--- src/rtl/mrxPkg.sv ---
package mrxPkg;

  // Line events reported by the datapath each sample.
  typedef struct packed {
    logic edgeSeen;   // synchronized line changed this sample
    logic edgeRise;   // the change was low-to-high
    logic pastBlank;  // timer has left the blanking window
    logic atLimit;    // timer has reached the silence limit
  } lineEvt_t;

  // Strobes issued by the control to the datapath.
  typedef struct packed {
    logic restartTimer;  // an edge was accepted as a mid-bit edge
  } ctrlStrobe_t;

  typedef enum logic [1:0] {
    ST_HUNT   = 2'd0,
    ST_LOCKED = 2'd1,
    ST_FRAME  = 2'd2
  } rxState_t;

endpackage

--- src/rtl/mrxDatapath.sv ---
module mrxDatapath
  import mrxPkg::*;
#(
  parameter int SYNC_STAGES = 2,
  parameter int BLANK       = 12,
  parameter int LIMIT       = 24
) (
  input  logic        clk,
  input  logic        rstN,
  input  logic        lineIn,
  input  ctrlStrobe_t strobe,
  output lineEvt_t    evt
);

  localparam int TW = $clog2(LIMIT + 1);
  localparam logic [TW-1:0] LIMIT_V = TW'(LIMIT);
  localparam logic [TW-1:0] BLANK_V = TW'(BLANK);

  logic [SYNC_STAGES-1:0] syncChain;
  logic                   syncOut;
  logic                   lastLevel;
  logic [TW-1:0]          timer;

  // Synchronizer chain; the stage count picks the shape.
  if (SYNC_STAGES == 1) begin : g_syncSingle
    always_ff @(posedge clk) begin
      if (!rstN) syncChain <= '0;
      else       syncChain <= lineIn;
    end
  end else begin : g_syncChain
    always_ff @(posedge clk) begin
      if (!rstN) syncChain <= '0;
      else       syncChain <= {syncChain[SYNC_STAGES-2:0], lineIn};
    end
  end

  assign syncOut = syncChain[SYNC_STAGES-1];

  always_ff @(posedge clk) begin
    if (!rstN) lastLevel <= 1'b0;
    else       lastLevel <= syncOut;
  end

  // Samples since the last accepted edge, saturating at the limit.
  always_ff @(posedge clk) begin
    if (!rstN)                    timer <= LIMIT_V;
    else if (strobe.restartTimer) timer <= TW'(1);
    else if (timer != LIMIT_V)    timer <= timer + 1'b1;
  end

  always_comb begin
    evt.edgeSeen  = syncOut ^ lastLevel;
    evt.edgeRise  = syncOut & ~lastLevel;
    evt.pastBlank = (timer >= BLANK_V);
    evt.atLimit   = (timer == LIMIT_V);
  end

endmodule

--- src/rtl/mrxControl.sv ---
module mrxControl
  import mrxPkg::*;
#(
  parameter int LOCK_BITS = 16
) (
  input  logic        clk,
  input  logic        rstN,
  input  lineEvt_t    evt,
  output ctrlStrobe_t strobe,
  output logic        bitValid,
  output logic        bitData,
  output logic        frameStart,
  output logic        frameEnd,
  output logic        locked
);

  localparam int RW = $clog2(LOCK_BITS + 1);
  localparam logic [RW-1:0] LOCK_V = RW'(LOCK_BITS);

  rxState_t      state;
  logic          prevBit;
  logic          havePrev;
  logic [RW-1:0] runLen;
  logic [RW-1:0] runNext;
  logic          accept;
  logic          newBit;
  logic          silent;

  always_comb begin
    accept = evt.edgeSeen && evt.pastBlank;
    newBit = evt.edgeRise;
    silent = evt.atLimit && !accept;
    if (havePrev && (newBit != prevBit))
      runNext = (runLen == LOCK_V) ? LOCK_V : runLen + 1'b1;
    else
      runNext = RW'(1);
    strobe.restartTimer = accept;
  end

  assign locked = (state != ST_HUNT);

  always_ff @(posedge clk) begin
    if (!rstN) begin
      state      <= ST_HUNT;
      prevBit    <= 1'b0;
      havePrev   <= 1'b0;
      runLen     <= '0;
      bitValid   <= 1'b0;
      bitData    <= 1'b0;
      frameStart <= 1'b0;
      frameEnd   <= 1'b0;
    end else begin
      bitValid   <= 1'b0;
      frameStart <= 1'b0;
      frameEnd   <= 1'b0;
      if (accept) begin
        prevBit  <= newBit;
        havePrev <= 1'b1;
        runLen   <= runNext;
        unique case (state)
          ST_HUNT: begin
            if (runNext == LOCK_V) state <= ST_LOCKED;
          end
          ST_LOCKED: begin
            if (newBit == prevBit) begin
              if (newBit) begin
                state      <= ST_FRAME;
                frameStart <= 1'b1;
              end else begin
                state <= ST_HUNT;
              end
            end
          end
          ST_FRAME: begin
            bitValid <= 1'b1;
            bitData  <= newBit;
          end
          default: state <= ST_HUNT;
        endcase
      end else if (silent) begin
        havePrev <= 1'b0;
        runLen   <= '0;
        state    <= ST_HUNT;
        frameEnd <= (state == ST_FRAME);
      end
    end
  end

endmodule

--- src/rtl/mrxReceiver.sv ---
module mrxReceiver
  import mrxPkg::*;
#(
  parameter int SAMPLES_PER_BIT = 16,
  parameter int SYNC_STAGES     = 2,
  parameter int LOCK_BITS       = 16
) (
  input  logic clk,
  input  logic rstN,
  input  logic lineIn,
  output logic bitValid,
  output logic bitData,
  output logic frameStart,
  output logic frameEnd,
  output logic locked
);

  localparam int BLANK = (SAMPLES_PER_BIT * 3) / 4;
  localparam int LIMIT = (SAMPLES_PER_BIT * 3) / 2;

  lineEvt_t    evt;
  ctrlStrobe_t strobe;

  mrxDatapath #(
    .SYNC_STAGES(SYNC_STAGES),
    .BLANK      (BLANK),
    .LIMIT      (LIMIT)
  ) u_datapath (
    .clk   (clk),
    .rstN  (rstN),
    .lineIn(lineIn),
    .strobe(strobe),
    .evt   (evt)
  );

  mrxControl #(
    .LOCK_BITS(LOCK_BITS)
  ) u_control (
    .clk       (clk),
    .rstN      (rstN),
    .evt       (evt),
    .strobe    (strobe),
    .bitValid  (bitValid),
    .bitData   (bitData),
    .frameStart(frameStart),
    .frameEnd  (frameEnd),
    .locked    (locked)
  );

endmodule

--- config.mk ---
export PLATFORM = sky130hd
export DESIGN_NAME = mrxReceiver
export DESIGN_NICKNAME = d
export VERILOG_FILES = /design/src/rtl/mrxPkg.sv /design/src/rtl/mrxDatapath.sv /design/src/rtl/mrxControl.sv /design/src/rtl/mrxReceiver.sv
export SDC_FILE = /design/constraint.sdc
export NUM_CORES = 1
export LEC_CHECK = 0
export BUFFER_PORTS_ARGS = -buffer_cell sky130_fd_sc_hd__buf_2
export CORE_MARGIN = 3
export CORE_UTILIZATION = 30
export CTS_CLUSTER_DIAMETER = 200
export CTS_CLUSTER_SIZE = 8
export DETAILED_ROUTE_END_ITERATION = 8
export PLACE_DENSITY_LB_ADDON = 0.25
export RECOVER_POWER = 25
export SYNTH_ARGS = -nofsm -noshare
export SYNTH_HDL_FRONTEND = slang
export SYNTH_SLANG_ARGS = --single-unit
--- constraint.sdc ---
create_clock -name clk -period 3.1 [get_ports clk]
set_clock_uncertainty 0.15 [all_clocks]
set_input_delay 0.31 -clock clk [delete_from_list [all_inputs] [get_ports clk]]
set_output_delay 0.31 -clock clk [all_outputs]
set_load 0.005 [all_outputs]
==> results of run 1 <==
==> synthesized netlist by cell type <==
library cell,n
and2_1,4
ha_1,5
o21ai_0,9
nor4_4,1
nor2b_1,2
buf_6,1
or2_1,1
nand2_1,11
clkbuf_1,1
a21o_1,1
a31oi_1,1
or2_2,1
nor2_1,6
nor3b_1,2
a21oi_2,1
a21oi_1,2
a2111oi_0,1
a2bb2oi_1,1
a21boi_0,4
or4_1,1
xnor2_1,4
o21ai_1,1
a31o_1,2
dfxtp_1,21
xor2_1,3
o211ai_1,1
nor3_1,3
nand4b_1,1
o21a_1,1
nand3_1,4
nor4b_4,1
inv_1,7
nand2b_1,2
a41oi_1,1
nor4bb_1,1
==> cell families after synthesis <==
group,after synthesis
flip-flops,21
AO/OA/AOI/OAI,26
XOR/XNOR,7
AND/OR/NAND/NOR,41
buffers and inverters,9
adder cells (fa/ha/maj),5
==> worst max-delay path by stage <==
stage	start	end	slack, ns	cells after the start
3_3_place_gp	u_control.runLen[0]$_SDFFE_PN0P_	u_control.runLen[2]$_SDFFE_PN0P_	1.34	6
6_report	u_datapath.lastLevel$_SDFF_PN0_	u_control.runLen[3]$_SDFFE_PN0P_	1.31	6
3_5_place_dp	u_control.runLen[0]$_SDFFE_PN0P_	u_control.runLen[2]$_SDFFE_PN0P_	1.33	6
5_1_grt	u_control.runLen[0]$_SDFFE_PN0P_	u_control.runLen[2]$_SDFFE_PN0P_	1.09	6
2_1_floorplan	u_datapath.lastLevel$_SDFF_PN0_	u_control.runLen[3]$_SDFFE_PN0P_	1.45	6
4_1_cts	u_control.runLen[0]$_SDFFE_PN0P_	u_control.runLen[2]$_SDFFE_PN0P_	1.30	6
==> cell usage in the layout, fill, tap and decap left out, types with 3 or more instances in the layout <==
cell type	instances
nor2_1	6
o21ai_0	9
inv_1	7
clkbuf_4	3
dfxtp_1	21
and2_1	3
nand2_1	11
a21boi_0	4
ha_1	5
nor3_1	3
xnor2_1	4
xor2_1	3
buf_2	6
nand3_1	4
==> power by group through the flow <==
stage / Clock, µW / Sequential (µW) / Combinational, µW
global placement: 0 / 312 / 115
CTS: 143 / 306 / 117
global route: 153 / 309 / 133
finish: 130 / 305 / 114
detailed placement: 0 / 312 / 117
floorplan: 0 / 308 / 94.4
==> critical path: cells and delay by family (launching register included) <==
family,cells,cell delay (ns)
fa+ha+maj,1,0.35
compound gates,2,0.30
simple gates,2,0.57
flops,1,0.32
buf+inv,1,0.03
==> per-stage QoR <==
stage	utilization, %	total power (µW)
4_1_cts	35.4	566
3_3_place_gp	34.5	427
3_5_place_dp	34.5	429
5_1_grt	35.4	595
6_report	35.4	549
2_1_floorplan	-	403
==> final cells by class <==
type,instances,area [µm²]
fill,341,2020
multi-input combinational,79,543
sequential,21,420
tap,44,55.1
timing repair buffer,7,33.8
inverter,7,26.3
clock buffer,3,22.5
clock inverter,1,5.00
==> registers in the layout, indices dropped and copies added (netlist names) <==
| signal | count |
|---|---|
| u_control.runLen | 5 |
| u_datapath.timer | 5 |
| u_control.state | 2 |
| u_datapath.syncChain | 2 |
| u_control.bitData | 1 |
| u_control.bitValid | 1 |
| u_control.frameEnd | 1 |
| u_control.frameStart | 1 |
| u_control.havePrev | 1 |
| u_control.prevBit | 1 |
| u_datapath.lastLevel | 1 |
==> routing by layer <==
layer / vias to the layer above / track usage [%] / wire (µm)
met5: - / 0 / 0
met4: 0 / 2.43 / 14
met3: 2 / 3.16 / 54
met2: 9 / 16.5 / 822
met1: 334 / 12.1 / 852
li1: 395 / - / -
==> run summary, run 1 <==
Power Dens Cells - 496 nW/µm²
vias in the first global route - 722
# setup viols final - 0
total track usage - 9.84%
detailed placement HPWL - 1350 µm
largest net degree at the start of global routing - 16
worst path cell trace - inv_1, ha_1, nand2b_1, nor4b_4, a41oi_1, a31oi_1
Worst-Margin Slew - 0.557 ns
Net Sw Power - 165 µW
Design Area, Final - 1110 µm²
detailed-route vias per instance - 4.57
Yosys top cell area share - 41.8%
synth top area cells - dfxtp_1, ha_1, o21ai_0, nand2_1, xnor2_1
count of pins over their slew limit - 0
Critical Path RT - 3.19 ns
WP data arrival - 1.88 ns
worst-skew pair later-pin latency - 0.30 ns
Inserted Diodes - 0
total congestion overflow - 0
proportion of power drawn by the clock network - 23.7%
Worst R2R End - u_control.runLen[3]$_SDFFE_PN0P_
Seq pwr share - 55.6%
Static Leak - 0.000408 µW
fin nets - 127
first-pass GRT wire length - 3190 µm
CTS max path bufs - 2
Startpoint Class - flop
depth of the worst register-to-register path - 6
placer's final routability congestion estimate - 0.770
Post-Synth XOR/XNOR Area - 6.10%
core area - 3130 µm²
Switching Share - 30.1%
# rows - 20
Routed WL per cell - 10.8 µm
Placed Cells incl. Taps - 158
sequential share of the synthesized area - 41.8%
Resized cells post-CTS - 0
RR Startpoint - u_datapath.lastLevel$_SDFF_PN0_
area leader, netlist - dfxtp_1
Synthesized Nets - 117
DIE HEIGHT - 63.9 µm
CP max stage delay - 0.36 ns
worst hold start - lineIn
cell-internal power - 384 µW
antenna-violating nets left - 0
Hold Path Depth - 2
post-synthesis mux area share - 0%
Crit Path Max Fanout - 7
syn avg cell area - 9.22 µm²
Setup TNS - 0 ns
R2R setup slack - 1.31 ns
Logic pwr share - 20.7%
Clock transition at path regs - 0.11 ns
crit path capture type - flop
Crit Path Class - reg -> reg
peak supply drop - 0.000274 V
# H-tree levels - 1
maxcap violations - 0
Tcrit/Tclk final - 57.7%
register bit total from synthesis - 21
status - finished, final reports clean
Num CTS Buffers - 3
fin crit period - 1.79 ns
die area - 4080 µm²
Fin. Hold Viols - 0
Hold/Removal Path Class - in -> reg
setup ws final - 1.31 ns
initial antenna violation count - 0
Clock Sinks - 21
Post-Place Cell Area - 1080 µm²
drt total wl - 1740 µm
pre-CTS WS - 1.33 ns
Simple-Gate Fraction of Synth Area - 24.7%
Initial Util - 32.1%
CTS tree - done
WHS - 0.0545 ns
Area Overhead vs Synth - 10.1%
critical path's slowest cell - nor4b_4
via count - 740
Post-Layout Cell Count - 162
IO Count - 8
share of cells above drive strength 1 - 11.9%
largest family of logic cells by synthesized area - simple AND/OR/NAND/NOR gates
Slew headroom - 62.9%
Die Wd - 63.9 µm
Mapped Area - 1000 µm²
hold endpoint - u_datapath.syncChain[0]$_SDFF_PN0_
cells after synthesis - 109
RSZ-0062 raised after global routing - no
Port Buffers - 7
postcts setup bufs - 0
DRC - 0
FMAX - 560 MHz
post-synth cell types - 35
hold buffers post-CTS - 0
Clk Tree Root Cell - clkbuf_4
Synth Area in Adders - 6.23%
Yosys warning total - 0
DR iter-0 viols - 29
Synth Area in Compound Gates - 17.1%
first-pass iteration count of the detailed router - 4
Note: power is estimated with default switching activity, not from simulation.
==> inputs of run 2 (changes only) <==
==> constraint.sdc (replaced) <==
create_clock -name clk -period 1.5 [get_ports clk]
set_clock_uncertainty 0.15 [all_clocks]
set_input_delay 0.15 -clock clk [delete_from_list [all_inputs] [get_ports clk]]
set_output_delay 0.15 -clock clk [all_outputs]
set_load 0.005 [all_outputs]
==> run 2 against run 1 <==
Effect of this change: the run now ends with setup timing left; via count increased by 23%; sequential share of layout area fell by 8.6 points; maximum frequency rose by 3.4%; critical endpoint unchanged; highest routed layer unchanged.
==> run summary, run 2 (same netlist as run 1, synthesis figures left out) <==
Regs by FF count - u_control.runLen x5, u_datapath.timer x5
maxcap violations - 0 (unchanged)
commonest non-fill, non-tap cells in the layout - buf_4, dfxtp_1, nand2_1
first-pass iteration count of the detailed router - 4 (unchanged)
Die Wd - 63.9 µm (unchanged)
DIE HEIGHT - 63.9 µm (unchanged)
Worst R2R End - u_control.runLen[3]$_SDFFE_PN0P_
share of cells above drive strength 1 - 42.5% (+31 points)
core area - 3130 µm² (unchanged)
peak supply drop - 0.000810 V (+200%)
first-pass GRT wire length - 4090 µm (+28%)
total congestion overflow - 0 (unchanged)
CTS max path bufs - 2 (unchanged)
detailed-route vias per instance - 4.77 (+4.5%)
Startpoint Class - flop
fin crit period - 1.73 ns (-0.0579 ns)
Hold/Removal Path Class - reg -> reg
Routed WL per cell - 12.4 µm (+15%)
die area - 4080 µm² (unchanged)
RR Startpoint - u_datapath.syncChain[1]$_SDFF_PN0_
detailed placement HPWL - 1670 µm (+23%)
commonest non-fill, non-tap cell in the layout - buf_4
total track usage - 12.8% (+3.0 points)
DR iter-0 viols - 38 (+31%)
worst-skew pair later-pin latency - 0.32 ns (+0.02 ns)
Static Leak - 0.000578 µW (+42%)
depth of the worst register-to-register path - 5 (-1)
status - finished, violations left
IO Count - 8 (unchanged)
Num CTS Buffers - 3 (unchanged)
Tcrit/Tclk final - 115% (+58 points)
Setup TNS - -1.68 ns (-1.68 ns)
# rows - 20 (unchanged)
Critical Path RT - 1.60 ns (-1.59 ns)
Fin. Hold Viols - 0 (unchanged)
initial antenna violation count - 0 (unchanged)
Area Overhead vs Synth - 44.1%
Clk Tree Root Cell - clkbuf_4
FILL cells - 304 (-11%)
setup ws final - -0.229 ns (-1.54 ns)
Worst-Margin Slew - 0.398 ns (-0.159 ns)
R2R setup slack - -0.23 ns (-1.54 ns)
# H-tree levels - 1 (unchanged)
antenna-violating nets left - 0 (unchanged)
overall power - 1400 µW (+150%)
Port Buffers - 7 (unchanged)
DRC - 0 (unchanged)
Power Dens Cells - 966 nW/µm² (+95%)
Clock transition at path regs - 0.13 ns (+0.02 ns)
Hold Path Depth - 1 (-1)
largest net degree at the start of global routing - 15 (-1)
Initial Util - 32.1% (unchanged)
count of pins over their slew limit - 0 (unchanged)
hold endpoint - u_datapath.syncChain[1]$_SDFF_PN0_
Crit Path Max Fanout - 6 (-1)
FMAX - 578 MHz (+3.4%)
Inserted Diodes - 0 (unchanged)
RSZ-0062 raised after global routing - yes
# setup viols final - 14 (+14)
Slew headroom - 73.3% (+10 points)
Clock Sinks - 21 (unchanged)
Crit Path Class - reg -> reg
WP data arrival - 1.83 ns (-0.05 ns)
vias in the first global route - 959 (+33%)
via count - 907 (+23%)
drt total wl - 2350 µm (+35%)
fin nets - 155 (+22%)
CTS tree - done
placer's final routability congestion estimate - 0.806 (+4.7%)
WHS - 0.317 ns (+0.262 ns)
worst hold start - u_datapath.syncChain[0]$_SDFF_PN0_
failing checks - setup timing
crit path capture type - flop
-- run 2: cell count changes in the layout (fill, tap and decap cells not counted), sizes merged --
| cell | before | now |
|---|---|---|
| buf | 6 | 33 |
| clkbuf | 4 | 3 |
| clkinv | 1 | 0 |
| clkinvlp | 0 | 1 |
| dlygate4sd3 | 0 | 2 |
-- run 2: final cells by class --
class | count | area [µm²] | share of cell area (%)
inverter | 7 | 26.3 | 1.82
tap | 44 | 55.1 | 3.80
clock inverter | 1 | 7.51 | 0.519
timing repair buffer | 35 | 265 | 18.3
sequential | 21 | 425 | 29.4
multi-input combinational | 79 | 646 | 44.6
clock buffer | 3 | 22.5 | 1.56
-- run 2: worst max-delay path by stage --
stage,start,to,slack (ns),depth (start not counted)
after global routing,u_datapath.syncChain[1]$_SDFF_PN0_,u_control.runLen[3]$_SDFFE_PN0P_,-0.31,5
after floorplan,u_datapath.syncChain[1]$_SDFF_PN0_,u_control.runLen[3]$_SDFFE_PN0P_,-0.03,5
after CTS,u_datapath.syncChain[1]$_SDFF_PN0_,u_control.runLen[3]$_SDFFE_PN0P_,-0.20,5
final,u_datapath.syncChain[1]$_SDFF_PN0_,u_control.runLen[3]$_SDFFE_PN0P_,-0.23,5
after global placement,u_control.runLen[0]$_SDFFE_PN0P_,u_control.state[0]$_SDFFE_PN0P_,-0.1,5
after detailed placement,u_control.runLen[0]$_SDFFE_PN0P_,u_control.state[0]$_SDFFE_PN0P_,-0.17,5
-- run 2: layer usage --
metal | GRT usage [%] | vias to the layer above | wire [µm]
met2 | 20.4 | 21 | 1130
met3 | 3.87 | 4 | 79
met4 | 7.01 | 0 | 46
met5 | 0 | - | 0
li1 | - | 453 | -
met1 | 15.3 | 429 | 1100
-- run 2: stage by stage --
step	utilization, %	cell area, µm²	worst slack, ns	cells
2_1_floorplan	-	1030	-0.0294	109
3_3_place_gp	40.7	1270	-0.0998	180
3_5_place_dp	40.7	1270	-0.167	180
4_1_cts	43.9	1370	-0.198	188
5_1_grt	46.3	1450	-0.310	190
6_report	46.3	1450	-0.229	190
-- run 2: what timing repair did --
action	4_1_cts	5_1_grt
hold buffers	2	0
buffers inserted	2	2
endpoints found under the hold margin	2	0
gates cloned	0	0
setup endpoints to repair	11	14
resized for setup	14	18
pin swaps	4	6
-- run 2: report_power, final --
group	switching [µW]	total [µW]	leakage [µW]	internal, µW
combinational	241	490	0.000391	250
sequential	20.6	617	0.000173	596
clock	190	292	0.0000139	102
-- run 2: worst max-delay path, cell delays in order, from the launching register on --
cell	delay [ns]
dfxtp_2	0.36
ha_4	0.25
nand2b_4	0.15
nor4b_4	0.43
a41oi_2	0.15
a31oi_1	0.17
==> inputs of run 3 (changes only) <==
--- a/config.mk
+++ b/config.mk
@@ -11,6 +11,7 @@
 export CTS_CLUSTER_DIAMETER = 200
 export CTS_CLUSTER_SIZE = 8
 export DETAILED_ROUTE_END_ITERATION = 8
+export GPL_ROUTABILITY_DRIVEN = 0
 export PLACE_DENSITY_LB_ADDON = 0.25
 export RECOVER_POWER = 25
 export SYNTH_ARGS = -nofsm -noshare
==> constraint.sdc (replaced) <==
create_clock -name clk -period 1.5 [get_ports clk]
set_clock_uncertainty 0.15 [all_clocks]
set_input_delay 0.075 -clock clk [delete_from_list [all_inputs] [get_ports clk]]
set_output_delay 0.075 -clock clk [all_outputs]
set_load 0.005 [all_outputs]
==> run 3 against run 2 <==
Effect of this change: the run still ends with setup timing left; global-route usage fell by 0.93 points; largest power group unchanged; hold slack improved by 0.014 ns; clock power fell by 2%; register-to-register slack improved by 0.03 ns; sequential share of layout area rose by 0.22 points; flip-flop and latch count did not move; critical path depth rose by 1; sequential power rose by 1%.
==> run summary, run 3 (same netlist as run 1, synthesis figures left out) <==
first-pass iteration count of the detailed router - 4 (unchanged)
Power Dens Cells - 994 nW/µm² (+2.8%)
RR Startpoint - u_datapath.syncChain[1]$_SDFF_PN0_
Slew headroom - 76.4% (+3.1 points)
Post-Place Cell Area - 1270 µm² (-0.59%)
Design Area, Final - 1450 µm² (+0.43%)
total congestion overflow - 0 (unchanged)
Area Overhead vs Synth - 44.7%
Reg area - 430 µm² (+1.2%)
DR iter-0 viols - 46 (+21%)
Tcrit/Tclk final - 113% (-2.0 points)
Port Buffers - 7 (unchanged)
die area - 4080 µm² (unchanged)
Num CTS Buffers - 3 (unchanged)
peak supply drop - 0.000568 V (-30%)
commonest non-fill, non-tap cell in the layout - buf_4
core area - 3130 µm² (unchanged)
# setup viols final - 7 (-7)
R2R setup slack - -0.20 ns (+0.03 ns)
status - finished, violations left
Critical Path RT - 1.60 ns (about the same)
count of pins over their slew limit - 0 (unchanged)
Fin. Hold Viols - 0 (unchanged)
Crit Path Max Fanout - 5 (-1)
WP data arrival - 1.80 ns (-0.03 ns)
CTS tree - done
# H-tree levels - 1 (unchanged)
hold endpoint - u_datapath.syncChain[1]$_SDFF_PN0_
initial antenna violation count - 0 (unchanged)
crit path capture type - flop
Inserted Diodes - 0 (unchanged)
Die Wd - 63.9 µm (unchanged)
DRC - 0 (unchanged)
antenna-violating nets left - 0 (unchanged)
# rows - 20 (unchanged)
RSZ-0062 raised after global routing - yes
worst hold start - u_datapath.syncChain[0]$_SDFF_PN0_
Hold/Removal Path Class - reg -> reg
Hold Path Depth - 1 (unchanged)
total track usage - 11.9% (-0.93 points)
Routed WL per cell - 12.1 µm (-2.5%)
CTS max path bufs - 2 (unchanged)
Crit Path Class - reg -> reg
detailed-route vias per instance - 4.61 (-3.4%)
setup ws final - -0.200 ns (+0.0294 ns)
Clock transition at path regs - 0.12 ns (about the same)
Clk Tree Root Cell - clkbuf_4
Worst R2R End - u_control.runLen[2]$_SDFFE_PN0P_
largest net degree at the start of global routing - 15 (unchanged)
worst-skew pair later-pin latency - 0.31 ns (about the same)
drt total wl - 2300 µm (-2.0%)
DIE HEIGHT - 63.9 µm (unchanged)
Setup TNS - -0.827 ns (+0.852 ns)
via count - 881 (-2.9%)
depth of the worst register-to-register path - 6 (+1)
first-pass GRT wire length - 3780 µm (-7.6%)
Startpoint Class - flop
IO Count - 8 (unchanged)
detailed placement HPWL - 1600 µm (-3.7%)
fin crit period - 1.70 ns (-0.0294 ns)
failing checks - setup timing
Clock Sinks - 21 (unchanged)
Static Leak - 0.000583 µW (+0.90%)
share of cells above drive strength 1 - 46.3% (+3.8 points)
FMAX - 588 MHz (+1.7%)
Initial Util - 32.1% (unchanged)
vias in the first global route - 866 (-9.7%)
FILL cells - 298 (-2.0%)
area of the multi-input gates - 646 µm² (unchanged)
fin nets - 156 (+0.65%)
Regs by FF count - u_control.runLen x5, u_datapath.timer x5
maxcap violations - 0 (unchanged)
Layout Utilization - 46.5% (+0.20 points)
commonest non-fill, non-tap cells in the layout - buf_4, dfxtp_1, nand2_1
Worst-Margin Slew - 0.352 ns (-0.0462 ns)
## run 3: timing repair
action / in CTS / in global routing
gates resized for setup: 7 / 28
pin swaps: 3 / 7
gates cloned: 0 / 0
setup endpoints to repair: 9 / 11
buffers inserted: 1 / 5
endpoints found under the hold margin: 3 / 0
hold buffers: 2 / 0
## run 3: layout make-up
type	instances	share of cell area [%]
Multi-Input combinational cell	79	44.4
Sequential cell	21	29.6
Timing Repair Buffer	36	18.5
Tap cell	44	3.79
Inverter	7	1.81
Clock buffer	3	1.55
Clock inverter	1	0.344
## run 3: report_power, final
group	internal (µW)	switching, µW
Combinational	291	243
Sequential	601	25.0
Clock	99.8	185
## run 3: worst max path at each step
stage	startpoint	end	slack, ns
after floorplan	u_datapath.syncChain[1]$_SDFF_PN0_	u_control.runLen[3]$_SDFFE_PN0P_	-0.03
after global placement	u_control.runLen[0]$_SDFFE_PN0P_	u_control.state[0]$_SDFFE_PN0P_	-0.10
after detailed placement	u_datapath.syncChain[1]$_SDFF_PN0_	u_control.runLen[3]$_SDFFE_PN0P_	-0.14
after CTS	u_datapath.syncChain[1]$_SDFF_PN0_	u_control.runLen[3]$_SDFFE_PN0P_	-0.18
after global routing	u_datapath.syncChain[1]$_SDFF_PN0_	u_control.runLen[3]$_SDFFE_PN0P_	-0.30
final	u_datapath.syncChain[1]$_SDFF_PN0_	u_control.runLen[2]$_SDFFE_PN0P_	-0.20
## run 3: critical path, stage by stage, from the launching register on
cell	delay [ns]
dfxtp_2	0.36
ha_4	0.24
nand2b_4	0.15
nor4b_4	0.40
buf_4	0.18
o21ai_0	0.08
o21ai_0	0.08
## run 3: stage by stage
stage | total power, µW | hold slack (ns) | worst slack [ns] | instances
after global placement | 998 | 0.135 | -0.105 | 179
after CTS | 1310 | 0.338 | -0.180 | 186
after floorplan | 838 | 0.0523 | -0.0294 | 109
after detailed placement | 1010 | 0.142 | -0.144 | 179
after global routing | 1540 | 0.355 | -0.299 | 191
final | 1440 | 0.331 | -0.200 | 191
## run 3: per-layer routing
metal,routed length (µm),up-vias,track usage (%)
met5,0,-,0
met1,1020,410,13.9
met4,34,0,4.04
met3,79,4,4.22
met2,1170,12,19.9
li1,-,455,-
